`src/rtl/gaincorr_pkg.sv`:
```
package gaincorr_pkg;

    // Coefficient selector encoding on the write port.
    typedef enum logic [1:0] {
        SEL_CAL_GAIN = 2'd0,
        SEL_CAL_OFS  = 2'd1,
        SEL_USR_GAIN = 2'd2,
        SEL_USR_OFS  = 2'd3
    } coef_sel_e;

    localparam int DEF_SAMPLE_W = 16;
    localparam int DEF_COEF_W   = 16;
    localparam int DEF_FRAC_W   = 10;

endpackage

```
`src/rtl/gc_coef_bank.sv`:
```
module gc_coef_bank
    import gaincorr_pkg::*;
#(
    parameter int NUM_CH = 4,
    parameter int COEF_W = 16,
    parameter int FRAC_W = 10,
    localparam int CH_W = (NUM_CH > 1) ? $clog2(NUM_CH) : 1
) (
    input  logic              clk,
    input  logic              rst_n,
    input  logic              cfg_we,
    input  logic [1:0]        cfg_sel,
    input  logic [CH_W-1:0]   cfg_chan,
    input  logic              cfg_bypass,
    input  logic [COEF_W-1:0] cfg_data,
    input  logic [CH_W-1:0]   rd_chan,
    output logic [COEF_W-1:0] rd_cal_gain,
    output logic [COEF_W-1:0] rd_cal_ofs,
    output logic [COEF_W-1:0] rd_usr_gain,
    output logic [COEF_W-1:0] rd_usr_ofs,
    output logic              rd_bypass
);

    localparam logic [COEF_W-1:0] UNITY = COEF_W'(1) << FRAC_W;

    typedef struct packed {
        logic [COEF_W-1:0] cal_gain;
        logic [COEF_W-1:0] cal_ofs;
        logic [COEF_W-1:0] usr_gain;
        logic [COEF_W-1:0] usr_ofs;
        logic              bypass;
    } entry_t;

    localparam entry_t RESET_ENTRY = '{
        cal_gain: UNITY,
        cal_ofs:  '0,
        usr_gain: UNITY,
        usr_ofs:  '0,
        bypass:   1'b0
    };

    entry_t [NUM_CH-1:0] bank_d;
    entry_t [NUM_CH-1:0] bank_q;

    always_comb begin
        bank_d = bank_q;
        for (int c = 0; c < NUM_CH; c++) begin
            if (cfg_we && (cfg_chan == CH_W'(c))) begin
                unique case (coef_sel_e'(cfg_sel))
                    SEL_CAL_GAIN: bank_d[c].cal_gain = cfg_data;
                    SEL_CAL_OFS:  bank_d[c].cal_ofs  = cfg_data;
                    SEL_USR_GAIN: bank_d[c].usr_gain = cfg_data;
                    SEL_USR_OFS:  bank_d[c].usr_ofs  = cfg_data;
                    default:      bank_d[c].cal_gain = bank_q[c].cal_gain;
                endcase
                bank_d[c].bypass = cfg_bypass;
            end
        end
    end

    always_ff @(posedge clk or negedge rst_n) begin
        if (!rst_n) begin
            for (int c = 0; c < NUM_CH; c++) begin
                bank_q[c] <= RESET_ENTRY;
            end
        end else begin
            bank_q <= bank_d;
        end
    end

    assign rd_cal_gain = bank_q[rd_chan].cal_gain;
    assign rd_cal_ofs  = bank_q[rd_chan].cal_ofs;
    assign rd_usr_gain = bank_q[rd_chan].usr_gain;
    assign rd_usr_ofs  = bank_q[rd_chan].usr_ofs;
    assign rd_bypass   = bank_q[rd_chan].bypass;

    // a calibration gain write lands in the addressed entry.
    assert_cal_gain_write_R11: assert property (@(posedge clk) disable iff (!rst_n)
        (cfg_we && cfg_sel == SEL_CAL_GAIN) |=> bank_q[$past(cfg_chan)].cal_gain == $past(cfg_data));

    // a user offset write lands, together with the bypass flag.
    assert_usr_ofs_write_R11: assert property (@(posedge clk) disable iff (!rst_n)
        (cfg_we && cfg_sel == SEL_USR_OFS) |=>
            (bank_q[$past(cfg_chan)].usr_ofs == $past(cfg_data) &&
             bank_q[$past(cfg_chan)].bypass == $past(cfg_bypass)));

    // without a write, no entry moves.
    assert_idle_hold_R10: assert property (@(posedge clk) disable iff (!rst_n)
        !cfg_we |=> $stable(bank_q));

endmodule

```
`src/rtl/gc_mul_stage.sv`:
```
module gc_mul_stage #(
    parameter int IN_W   = 16,
    parameter int COEF_W = 16,
    parameter int FRAC_W = 10,
    localparam int PROD_W = IN_W + COEF_W + 1,
    localparam int OUT_W  = PROD_W - FRAC_W
) (
    input  logic [IN_W-1:0]   din,
    input  logic [COEF_W-1:0] gain,
    output logic [OUT_W-1:0]  dout
);

    logic signed [PROD_W-1:0] a_ext;
    logic signed [PROD_W-1:0] b_ext;
    logic signed [PROD_W-1:0] prod;

    // Signed sample times unsigned gain, then floor division by 2^FRAC_W.
    assign a_ext = {{(PROD_W-IN_W){din[IN_W-1]}}, din};
    assign b_ext = {{(PROD_W-COEF_W){1'b0}}, gain};
    assign prod  = a_ext * b_ext;
    assign dout  = OUT_W'(prod >>> FRAC_W);

endmodule

```
`src/rtl/gc_saturate.sv`:
```
module gc_saturate #(
    parameter int IN_W  = 31,
    parameter int OUT_W = 16,
    localparam int HI_W = IN_W - OUT_W + 1
) (
    input  logic [IN_W-1:0]  din,
    output logic [OUT_W-1:0] dout,
    output logic             ovf
);

    localparam logic [OUT_W-1:0] POS_LIM = {1'b0, {(OUT_W-1){1'b1}}};
    localparam logic [OUT_W-1:0] NEG_LIM = {1'b1, {(OUT_W-1){1'b0}}};

    logic [HI_W-1:0] hi_bits;

    assign hi_bits = din[IN_W-1:OUT_W-1];
    assign ovf     = !((&hi_bits) || !(|hi_bits));
    assign dout    = ovf ? (din[IN_W-1] ? NEG_LIM : POS_LIM) : din[OUT_W-1:0];

endmodule

```
`src/rtl/gain_offset_corrector.sv`:
```
module gain_offset_corrector
    import gaincorr_pkg::*;
#(
    parameter int NUM_CH   = 4,
    parameter int SAMPLE_W = DEF_SAMPLE_W,
    parameter int COEF_W   = DEF_COEF_W,
    parameter int FRAC_W   = DEF_FRAC_W,
    localparam int CH_W    = (NUM_CH > 1) ? $clog2(NUM_CH) : 1
) (
    input  logic                clk,
    input  logic                rst_n,
    input  logic                in_valid,
    input  logic [CH_W-1:0]     in_chan,
    input  logic [SAMPLE_W-1:0] in_sample,
    input  logic                cfg_we,
    input  logic [1:0]          cfg_sel,
    input  logic [CH_W-1:0]     cfg_chan,
    input  logic                cfg_bypass,
    input  logic [COEF_W-1:0]   cfg_data,
    output logic                out_valid,
    output logic [CH_W-1:0]     out_chan,
    output logic [SAMPLE_W-1:0] out_sample,
    output logic                out_ovf
);

    localparam int M1_W  = SAMPLE_W + COEF_W + 1 - FRAC_W;
    localparam int M2_W  = M1_W + COEF_W + 1 - FRAC_W;
    localparam int OFS_W = COEF_W + 1;
    localparam int SUM_W = M2_W + 1;
    localparam logic [COEF_W-1:0] UNITY = COEF_W'(1) << FRAC_W;
    localparam logic [SAMPLE_W-1:0] POS_LIM = {1'b0, {(SAMPLE_W-1){1'b1}}};
    localparam logic [SAMPLE_W-1:0] NEG_LIM = {1'b1, {(SAMPLE_W-1){1'b0}}};

    typedef struct packed {
        logic              vld;
        logic [CH_W-1:0]   chan;
        logic [M1_W-1:0]   prod;
        logic [COEF_W-1:0] usr_gain;
        logic [OFS_W-1:0]  ofs;
    } st1_t;

    typedef struct packed {
        logic             vld;
        logic [CH_W-1:0]  chan;
        logic [M2_W-1:0]  prod;
        logic [OFS_W-1:0] ofs;
    } st2_t;

    typedef struct packed {
        logic                vld;
        logic [CH_W-1:0]     chan;
        logic [SAMPLE_W-1:0] sample;
        logic                ovf;
    } st3_t;

    typedef struct packed {
        st1_t s1;
        st2_t s2;
        st3_t s3;
    } pipe_t;

    pipe_t pipe_d;
    pipe_t pipe_q;

    logic [COEF_W-1:0]   rd_cal_gain;
    logic [COEF_W-1:0]   rd_cal_ofs;
    logic [COEF_W-1:0]   rd_usr_gain;
    logic [COEF_W-1:0]   rd_usr_ofs;
    logic                rd_bypass;
    logic [COEF_W-1:0]   gain_a;
    logic [OFS_W-1:0]    ofs_cal_ext;
    logic [OFS_W-1:0]    ofs_usr_ext;
    logic [M1_W-1:0]     m1_prod;
    logic [M2_W-1:0]     m2_prod;
    logic [SUM_W-1:0]    sum_pre;
    logic [SAMPLE_W-1:0] sat_out;
    logic                sat_ovf;
    logic [M1_W-1:0]     raw_ext;

    gc_coef_bank #(
        .NUM_CH (NUM_CH),
        .COEF_W (COEF_W),
        .FRAC_W (FRAC_W)
    ) u_bank (
        .clk         (clk),
        .rst_n       (rst_n),
        .cfg_we      (cfg_we),
        .cfg_sel     (cfg_sel),
        .cfg_chan    (cfg_chan),
        .cfg_bypass  (cfg_bypass),
        .cfg_data    (cfg_data),
        .rd_chan     (in_chan),
        .rd_cal_gain (rd_cal_gain),
        .rd_cal_ofs  (rd_cal_ofs),
        .rd_usr_gain (rd_usr_gain),
        .rd_usr_ofs  (rd_usr_ofs),
        .rd_bypass   (rd_bypass)
    );

    // Bypass replaces the calibration gain by unity and drops its offset.
    assign gain_a      = rd_bypass ? UNITY : rd_cal_gain;
    assign ofs_cal_ext = rd_bypass ? '0 : {rd_cal_ofs[COEF_W-1], rd_cal_ofs};
    assign ofs_usr_ext = {rd_usr_ofs[COEF_W-1], rd_usr_ofs};

    gc_mul_stage #(
        .IN_W   (SAMPLE_W),
        .COEF_W (COEF_W),
        .FRAC_W (FRAC_W)
    ) u_mul_cal (
        .din  (in_sample),
        .gain (gain_a),
        .dout (m1_prod)
    );

    gc_mul_stage #(
        .IN_W   (M1_W),
        .COEF_W (COEF_W),
        .FRAC_W (FRAC_W)
    ) u_mul_usr (
        .din  (pipe_q.s1.prod),
        .gain (pipe_q.s1.usr_gain),
        .dout (m2_prod)
    );

    assign sum_pre = {pipe_q.s2.prod[M2_W-1], pipe_q.s2.prod}
                   - {{(SUM_W-OFS_W){pipe_q.s2.ofs[OFS_W-1]}}, pipe_q.s2.ofs};

    gc_saturate #(
        .IN_W  (SUM_W),
        .OUT_W (SAMPLE_W)
    ) u_sat (
        .din  (sum_pre),
        .dout (sat_out),
        .ovf  (sat_ovf)
    );

    always_comb begin
        pipe_d = pipe_q;
        // Stage 1: calibration multiply; coefficients captured with the sample.
        pipe_d.s1.vld      = in_valid;
        pipe_d.s1.chan     = in_chan;
        pipe_d.s1.prod     = m1_prod;
        pipe_d.s1.usr_gain = rd_usr_gain;
        pipe_d.s1.ofs      = ofs_cal_ext + ofs_usr_ext;
        // Stage 2: user multiply.
        pipe_d.s2.vld      = pipe_q.s1.vld;
        pipe_d.s2.chan     = pipe_q.s1.chan;
        pipe_d.s2.prod     = m2_prod;
        pipe_d.s2.ofs      = pipe_q.s1.ofs;
        // Stage 3: offset subtraction and clamp.
        pipe_d.s3.vld      = pipe_q.s2.vld;
        pipe_d.s3.chan     = pipe_q.s2.chan;
        pipe_d.s3.sample   = sat_out;
        pipe_d.s3.ovf      = sat_ovf && pipe_q.s2.vld;
    end

    always_ff @(posedge clk or negedge rst_n) begin
        if (!rst_n) begin
            pipe_q <= '0;
        end else begin
            pipe_q <= pipe_d;
        end
    end

    assign out_valid  = pipe_q.s3.vld;
    assign out_chan   = pipe_q.s3.chan;
    assign out_sample = pipe_q.s3.sample;
    assign out_ovf    = pipe_q.s3.ovf;

    assign raw_ext = {{(M1_W-SAMPLE_W){in_sample[SAMPLE_W-1]}}, in_sample};

    // an output sample traces back to an accepted input three cycles earlier.
    assert_latency_R2: assert property (@(posedge clk) disable iff (!rst_n)
        out_valid |-> $past(in_valid, 3));

    // the channel tag travels with the sample.
    assert_chan_tag_R2: assert property (@(posedge clk) disable iff (!rst_n)
        out_valid |-> out_chan == $past(in_chan, 3));

    // a flagged sample sits on one of the two limits.
    assert_no_overflow_R8: assert property (@(posedge clk) disable iff (!rst_n)
        (out_valid && out_ovf) |-> (out_sample == POS_LIM || out_sample == NEG_LIM));

    // no overflow indication without a sample.
    assert_ovf_quiet_R8: assert property (@(posedge clk) disable iff (!rst_n)
        !out_valid |-> !out_ovf);

    // with bypass the first stage passes the raw word unscaled.
    assert_bypass_first_stage_R5: assert property (@(posedge clk) disable iff (!rst_n)
        (in_valid && rd_bypass) |=> pipe_q.s1.prod == $past(raw_ext));

endmodule

```
`config.mk`:
```
export PLATFORM = sky130hd
export DESIGN_NAME = gain_offset_corrector
export DESIGN_NICKNAME = d
export VERILOG_FILES = /design/src/rtl/gaincorr_pkg.sv /design/src/rtl/gc_coef_bank.sv /design/src/rtl/gc_mul_stage.sv /design/src/rtl/gc_saturate.sv /design/src/rtl/gain_offset_corrector.sv
export SDC_FILE = /design/constraint.sdc
export NUM_CORES = 2
export LEC_CHECK = 0
export BUFFER_PORTS_ARGS = -buffer_cell sky130_fd_sc_hd__buf_4
export CORE_ASPECT_RATIO = 0.75
export CORE_MARGIN = 5
export CORE_UTILIZATION = 59
export DETAILED_ROUTE_END_ITERATION = 10
export HOLD_SLACK_MARGIN = 0.15
export PLACE_DENSITY_LB_ADDON = 0.08
export SLEW_MARGIN = 5
export SYNTH_ARGS = -nofsm -noshare
export SYNTH_HDL_FRONTEND = slang
export SYNTH_SLANG_ARGS = --single-unit
```
`constraint.sdc`:
```
create_clock -name clk -period 7.96 [get_ports clk]
set_clock_uncertainty 0.15 [all_clocks]
set_input_delay 0.796 -clock clk [delete_from_list [all_inputs] [get_ports clk]]
set_output_delay 0.796 -clock clk [all_outputs]
set_load 0.1 [all_outputs]
```
# Word level (Yosys, flattened, before mapping)
# Cells that the tools add are included.
[totals]
regBits = 389
output_inout_bits = 20
word_cells = 78
[op_classes]
add_sub_neg = 2
mul = 2
n_lt_le_gt_ge = 1
eq_ne = 6
n_mux = 6
reduce_logical = 28
[ops]
columns = ["cell", "n"]
rows = [
  ["65-bit binary-select mux with 2-bit select", 1],
  ["65-bit 2-to-1 mux", 1],
  ["16-bit 2-to-1 mux", 3],
  ["23-bit by 17-bit multiplier with 40-bit output", 1],
  ["16-bit by 17-bit multiplier with 33-bit output", 1],
  ["2-bit AND reduction", 16],
  ["30-bit by 17-bit subtractor with 31-bit output", 1],
  ["17-bit adder", 1],
  ["17-bit 2-to-1 mux", 1],
  ["16-bit AND reduction", 1],
  ["16-bit OR reduction", 1],
  ["2-bit equality test (second input constant)", 4],
  ["1-bit logical AND", 5],
  ["2-bit by 1-bit equality test with 1-bit output (second input constant)", 2],
  ["2-bit logical NOT", 2],
  ["2-bit by 3-bit < comparator with 1-bit output (second input constant)", 1],
  ["1-bit logical NOT", 2],
  ["1-bit logical OR", 1],
]

# Depth between registers and ports, before layout
[logic_depth]
depth_word = 6
depth_mapped = 30
ltp_nobuf = 28

# Hierarchy
# A second synthesis with hierarchy kept.
[unflattened]
hier_cells = 3722
hier_area_um2 = 39576.7
[by_module_without_submodules]
columns = ["mod", "instances", "cells_per_inst", "area_each_um2"]
rows = [
  ["gc_mul_stage at u_mul_usr", 1, 1461, 13042.5],
  ["gc_coef_bank", 1, 668, 11467.2],
  ["gc_mul_stage at u_mul_cal", 1, 1000, 8632.0],
  ["gain_offset_corrector", 1, 543, 6099.6],
  ["gc_saturate", 1, 50, 335.3],
]

# Least setup slack after synthesis
# Ideal clock, no wire load.
[synth_timing]
kind = "input-to-reg"
start = "input port in_chan[1]"
end = "register pipe_q[120] (netlist name)"
t_arrival_ps = 8084
t_required_ps = 7730
path_slack_ps = -354
path_stages = 29
path_cell_list = "clkbuf_1 -> clkbuf_1 -> buf_1 -> mux4_2 -> nor2b_1 -> clkbuf_1 -> and2_1 -> fa_1 -> inv_1 -> fa_1 -> fa_1 -> inv_1 -> fa_1 -> fa_1 -> inv_1 -> fa_1 -> inv_1 -> ha_1 -> a21oi_1 -> a31oi_1 -> and3_1 -> o21ai_0 -> a211oi_1 -> o311ai_0 -> a21boi_0 -> or2_2 -> a21o_1 -> a21oi_1 -> xnor2_1"
[synth_via]
elab_chain_cells = 4
[synth_rtl]
columns = ["item", "line_no", "rtl"]
rows = [
  ["start, declared", "gain_offset_corrector.sv:13", "input logic [CH_W-1:0] in_chan,"],
  ["65-bit binary-select mux with 2-bit select", "gc_coef_bank.sv:71, gc_coef_bank.sv:75", ""],
  ["65-bit 2-to-1 mux (implied by the code)", "gc_coef_bank.sv:71", "assign rd_cal_gain = bank_q[rd_chan].cal_gain;"],
  ["16-bit 2-to-1 mux", "gain_offset_corrector.sv:101", "assign gain_a = rd_bypass ? UNITY : rd_cal_gain;"],
  ["16-bit by 17-bit multiplier with 33-bit output", "gc_mul_stage.sv:20", "assign prod = a_ext * b_ext;"],
  ["via m1_prod[17]", "gain_offset_corrector.sv:73", "logic [M1_W-1:0] m1_prod;"],
  ["end signal, assigned", "gain_offset_corrector.sv:161", "pipe_q <= pipe_d;"],
  ["end, declared", "gain_offset_corrector.sv:63", "pipe_t pipe_q;"],
]
# The timed path passes the listed nets, and every way through them passes these cells. The select of a mux whose other input is x is not followed.
# A chain may end at the register's enable or synchronous reset.

# Worst setup path after layout
[layout_timing]
start = "register pipe_q[89] (netlist name)"
end = "register pipe_q[61] (netlist name)"
[layout_via]
elab_chain_cells = 1
[layout_rtl]
columns = ["item", "line_no", "rtl"]
rows = [
  ["23-bit by 17-bit multiplier with 40-bit output", "gc_mul_stage.sv:20", ""],
  ["via m2_prod[24]", "gain_offset_corrector.sv:74", "logic [M2_W-1:0] m2_prod;"],
]
# The timed path passes the listed nets, and every way through them passes these cells.

==> results.py <==
metrics = {
    "min_path": {
        "hold_path.class": "register to register",
    },
    "clock_network": {
        "clock_tree.buffer_depth": 3,
        "cts.root.buffer_cell": "sky130_fd_sc_hd__clkbuf_16",
        "clock_tree.htree_level_count": 2,
        "clk_pin_slew_worst_paths_ns": 0.06,
        "later_pin_clock_latency_in_the_skew_report_ns": 0.58,
        "number_of_clock_buffers_inserted_by_tritoncts": 41,
        "clk_sinks": 389,
        "cts_tree": "done",
    },
    "synth": {
        "netlist_instances": 3693,
        "ys_ff_latch": 389,
        "synth_enable_flop_cells": 0,
        "synth.top_cells.by_area": "sky130_fd_sc_hd__fa_1 29%, sky130_fd_sc_hd__dfrtp_1 24%, sky130_fd_sc_hd__ha_1 8.4%",
        "post_synth_fa_ha_maj_area_fraction_pct": 37.0,
        "synth-main-ff-cell": "sky130_fd_sc_hd__dfrtp_1",
        "basic_gate_share_of_the_synthesized_area_counting_and_or_nand_and_nor_cells_pct": 11.4,
        "synth_top_family_by_area": "adder cells",
        "fraction_of_synthesized_cell_area_in_xor_and_xnor_cells_pct": 1.87,
        "synth-compound-area-share_pct": 3.88,
        "synth_top_area_share_pct": 28.6,
        "synth_top_area_cell": "sky130_fd_sc_hd__fa_1",
        "netlist_area_um2": 38900,
        "yosysUniqueCellTypes": 69,
        "synth-seq-area-share_pct": 25.0,
        "postSynthNetCount": 4554,
        "count_of_synthesis_stage_warnings_from_yosys": 0,
        "synth_async_sr_flop_share_pct": 100,
        "synth_area_per_cell_um2": 10.5,
        "multiplexer_share_of_the_synthesized_area_pct": 11.7,
    },
    "die": {
        "floorplan.die.width_um": 307,
        "floorplan.core_area_um2": 65300,
        "fp.dieArea_um2": 71300,
        "count_of_standard_cell_rows": 81,
        "dieHeight_um": 232,
        "floorplan.initialDensity_pct": 59.6,
        "io_pins": 63,
    },
    "timing": {
        "finalHoldViolations": 0,
        "final_clock_period_utilization_by_the_worst_path_pct": 95.2,
        "fmax_ghz": 0.132,
        "tightest_slew_ns": 1.12,
        "min_period_ns": 7.58,
        "finish_stage_setup_viols": 0,
        "slew_violations": 0,
        "grt_setup_unrepaired": "no",
        "final_hold_slack_ns": 0.198,
        "layout_setup_ws_ns": 0.384,
        "relSlewSlack_pct": 25.2,
    },
    "detailed_routing": {
        "drt-initial-drc-count": 1786,
        "totalWireLength_um": 94700,
        "post_route_antenna_net_violation_count": 0,
        "vias": 25900,
        "remaining_drc_errors": 0,
        "detail_route.vias_per_cell": 5.56,
        "wire_per_inst_um": 20.4,
        "drt_pre_antenna_iters": 6,
    },
    "final_layout": {
        "finalNetCount": 4613,
        "finalNonFillerCells": 4653,
        "ff_latch_area_um2": 9740,
        "num_antenna_cells": 0,
        "area_overhead_vs_synth_pct": 8.70,
        "drive_gt1_share_pct": 16.1,
        "fillerInstances": 5163,
        "leading_cell_type_in_the_layout_fill_and_taps_excluded": "sky130_fd_sc_hd__inv_1",
        "multi_input_comb_area_um2": 25600,
        "layout.cells.most_common_list": "747 x sky130_fd_sc_hd__inv_1, 556 x sky130_fd_sc_hd__fa_1, 406 x sky130_fd_sc_hd__nand2_1",
    },
    "placed_design": {
        "hpwlAfterDp_um": 73900,
        "place_worst_setup_slack_ns": -0.388,
        "post-place-cells": 4578,
        "routabilityCongestion": 0.917,
        "numPortBuffers": 62,
    },
    "grt": {
        "total_global_route_track_usage_pct": 27.5,
        "first_global_vias": 27700,
        "grt_residual_overflow": 0,
        "pin_count_of_the_biggest_net_entering_global_routing": 144,
        "grt_pass1_wl_um": 154000,
        "initial_antenna_violation_count": 5,
    },
    "worst_setup_path": {
        "critical_path.max_fanout": 13,
        "worst-setup-path-type": "register to register",
        "setup.worst_path.start_class": "register",
        "cp_data_required_time_ns": 8.27,
        "worst_setup_path_end_kind": "register",
        "critPathArrivalTime_ns": 7.89,
    },
    "status": {
        "run_status": "completed",
    },
    "job": {
        "drv_cap": 0,
    },
}
## critical path, stage by stage, from the launching register on
cell,delay (ns)
sky130_fd_sc_hd__dfrtp_1,0.97
sky130_fd_sc_hd__nand2_1,0.20
sky130_fd_sc_hd__fa_1,0.58
sky130_fd_sc_hd__inv_1,0.05
sky130_fd_sc_hd__fa_1,0.52
sky130_fd_sc_hd__inv_1,0.05
sky130_fd_sc_hd__fa_1,0.51
sky130_fd_sc_hd__inv_1,0.06
sky130_fd_sc_hd__fa_1,0.49
sky130_fd_sc_hd__fa_1,0.49
sky130_fd_sc_hd__inv_1,0.05
sky130_fd_sc_hd__fa_1,0.47
sky130_fd_sc_hd__inv_1,0.05
sky130_fd_sc_hd__ha_1,0.33
sky130_fd_sc_hd__a21o_1,0.17
sky130_fd_sc_hd__a21o_1,0.17
sky130_fd_sc_hd__a21oi_1,0.24
sky130_fd_sc_hd__o21ai_0,0.18
sky130_fd_sc_hd__and2_1,0.21
sky130_fd_sc_hd__a21o_1,0.20
sky130_fd_sc_hd__a21oi_1,0.34
sky130_fd_sc_hd__o211ai_1,0.24
sky130_fd_sc_hd__o21a_1,0.24
sky130_fd_sc_hd__o21a_1,0.18
sky130_fd_sc_hd__o311a_1,0.28
## logic make-up after synthesis
logic type                 Yosys count
and+or+nand+nor                    905
DFF                                389
buffers and inverters              923
AOI/OAI and AO/OA                  232
adders and majority gates          818
muxes                              343
xor gates and xnor gates            83
## area by class of cell
type / instances / area share (%)
clock inverter: 17 / 0.748
inverter: 747 / 6.63
clock buffer: 56 / 2.79
timing repair buffer: 192 / 3.64
tap: 871 / 2.58
multi-input combinational: 2381 / 60.6
sequential: 389 / 23.0
## Yosys cell counts (24+ instances only)
cell	instances
sky130_fd_sc_hd__a21o_1	25
sky130_fd_sc_hd__a21oi_1	73
sky130_fd_sc_hd__and2_1	248
sky130_fd_sc_hd__clkbuf_1	141
sky130_fd_sc_hd__dfrtp_1	381
sky130_fd_sc_hd__fa_1	556
sky130_fd_sc_hd__ha_1	262
sky130_fd_sc_hd__inv_1	747
sky130_fd_sc_hd__mux2_2	262
sky130_fd_sc_hd__mux4_2	63
sky130_fd_sc_hd__nand2_1	406
sky130_fd_sc_hd__nor2_1	87
sky130_fd_sc_hd__nor2b_1	46
sky130_fd_sc_hd__nor3_1	24
sky130_fd_sc_hd__o21ai_0	40
sky130_fd_sc_hd__xnor2_1	54
sky130_fd_sc_hd__xor2_1	29
## state kept, by name, indices dropped and copies added, names as in the netlist
signal / cells
out_chan: 2
u_bank.bank_q: 260
pipe_q: 86
out_valid: 1
out_sample: 16
out_ovf: 1
pipe_d: 23
## path summary, 6_finish.rpt
| check | from | to | slack, ns | cells past startpoint |
|---|---|---|---|---|
| max | pipe_q[89] | pipe_q[61] | 0.38 | 24 |
| min | pipe_d[27] | pipe_q[27] | 0.20 | 0 |
| max in group asynchronous | rst_n | pipe_q[111] | 5.56 | 3 |
| max reg2reg | pipe_q[89] | pipe_q[61] | 0.38 | 24 |
| min in group asynchronous | rst_n | u_bank.bank_q[178] | 0.71 | 2 |
| min reg2reg | pipe_d[27] | pipe_q[27] | 0.20 | 0 |
## per-stage QoR
stage | setup TNS, ns | cell area, µm² | utilization (%)
after floorplan | 0 | 38900 | -
after global routing | 0 | 42300 | 64.8
after CTS | 0 | 42300 | 64.8
final | 0 | 42300 | 64.8
after detailed placement | -1.90 | 40800 | 62.5
after global placement | -0.868 | 40800 | 62.5
## metal layers
layer / GRT usage, % / wire [µm]
met5: 0 / 39
met3: 4.34 / 6560
met4: 8.31 / 3260
met2: 42.2 / 42400
met1: 41.1 / 42500
## timing repair
item,in CTS,in global routing
buffers inserted,0,0
hold endpoints to repair,4,0
hold buffers,2,0
endpoints found under the setup margin,0,7
gates resized for setup,0,4
Power is left out: the tool's default activity adds up to more than one toggle a clock period on the data nets, which glitch-free logic cannot reach.
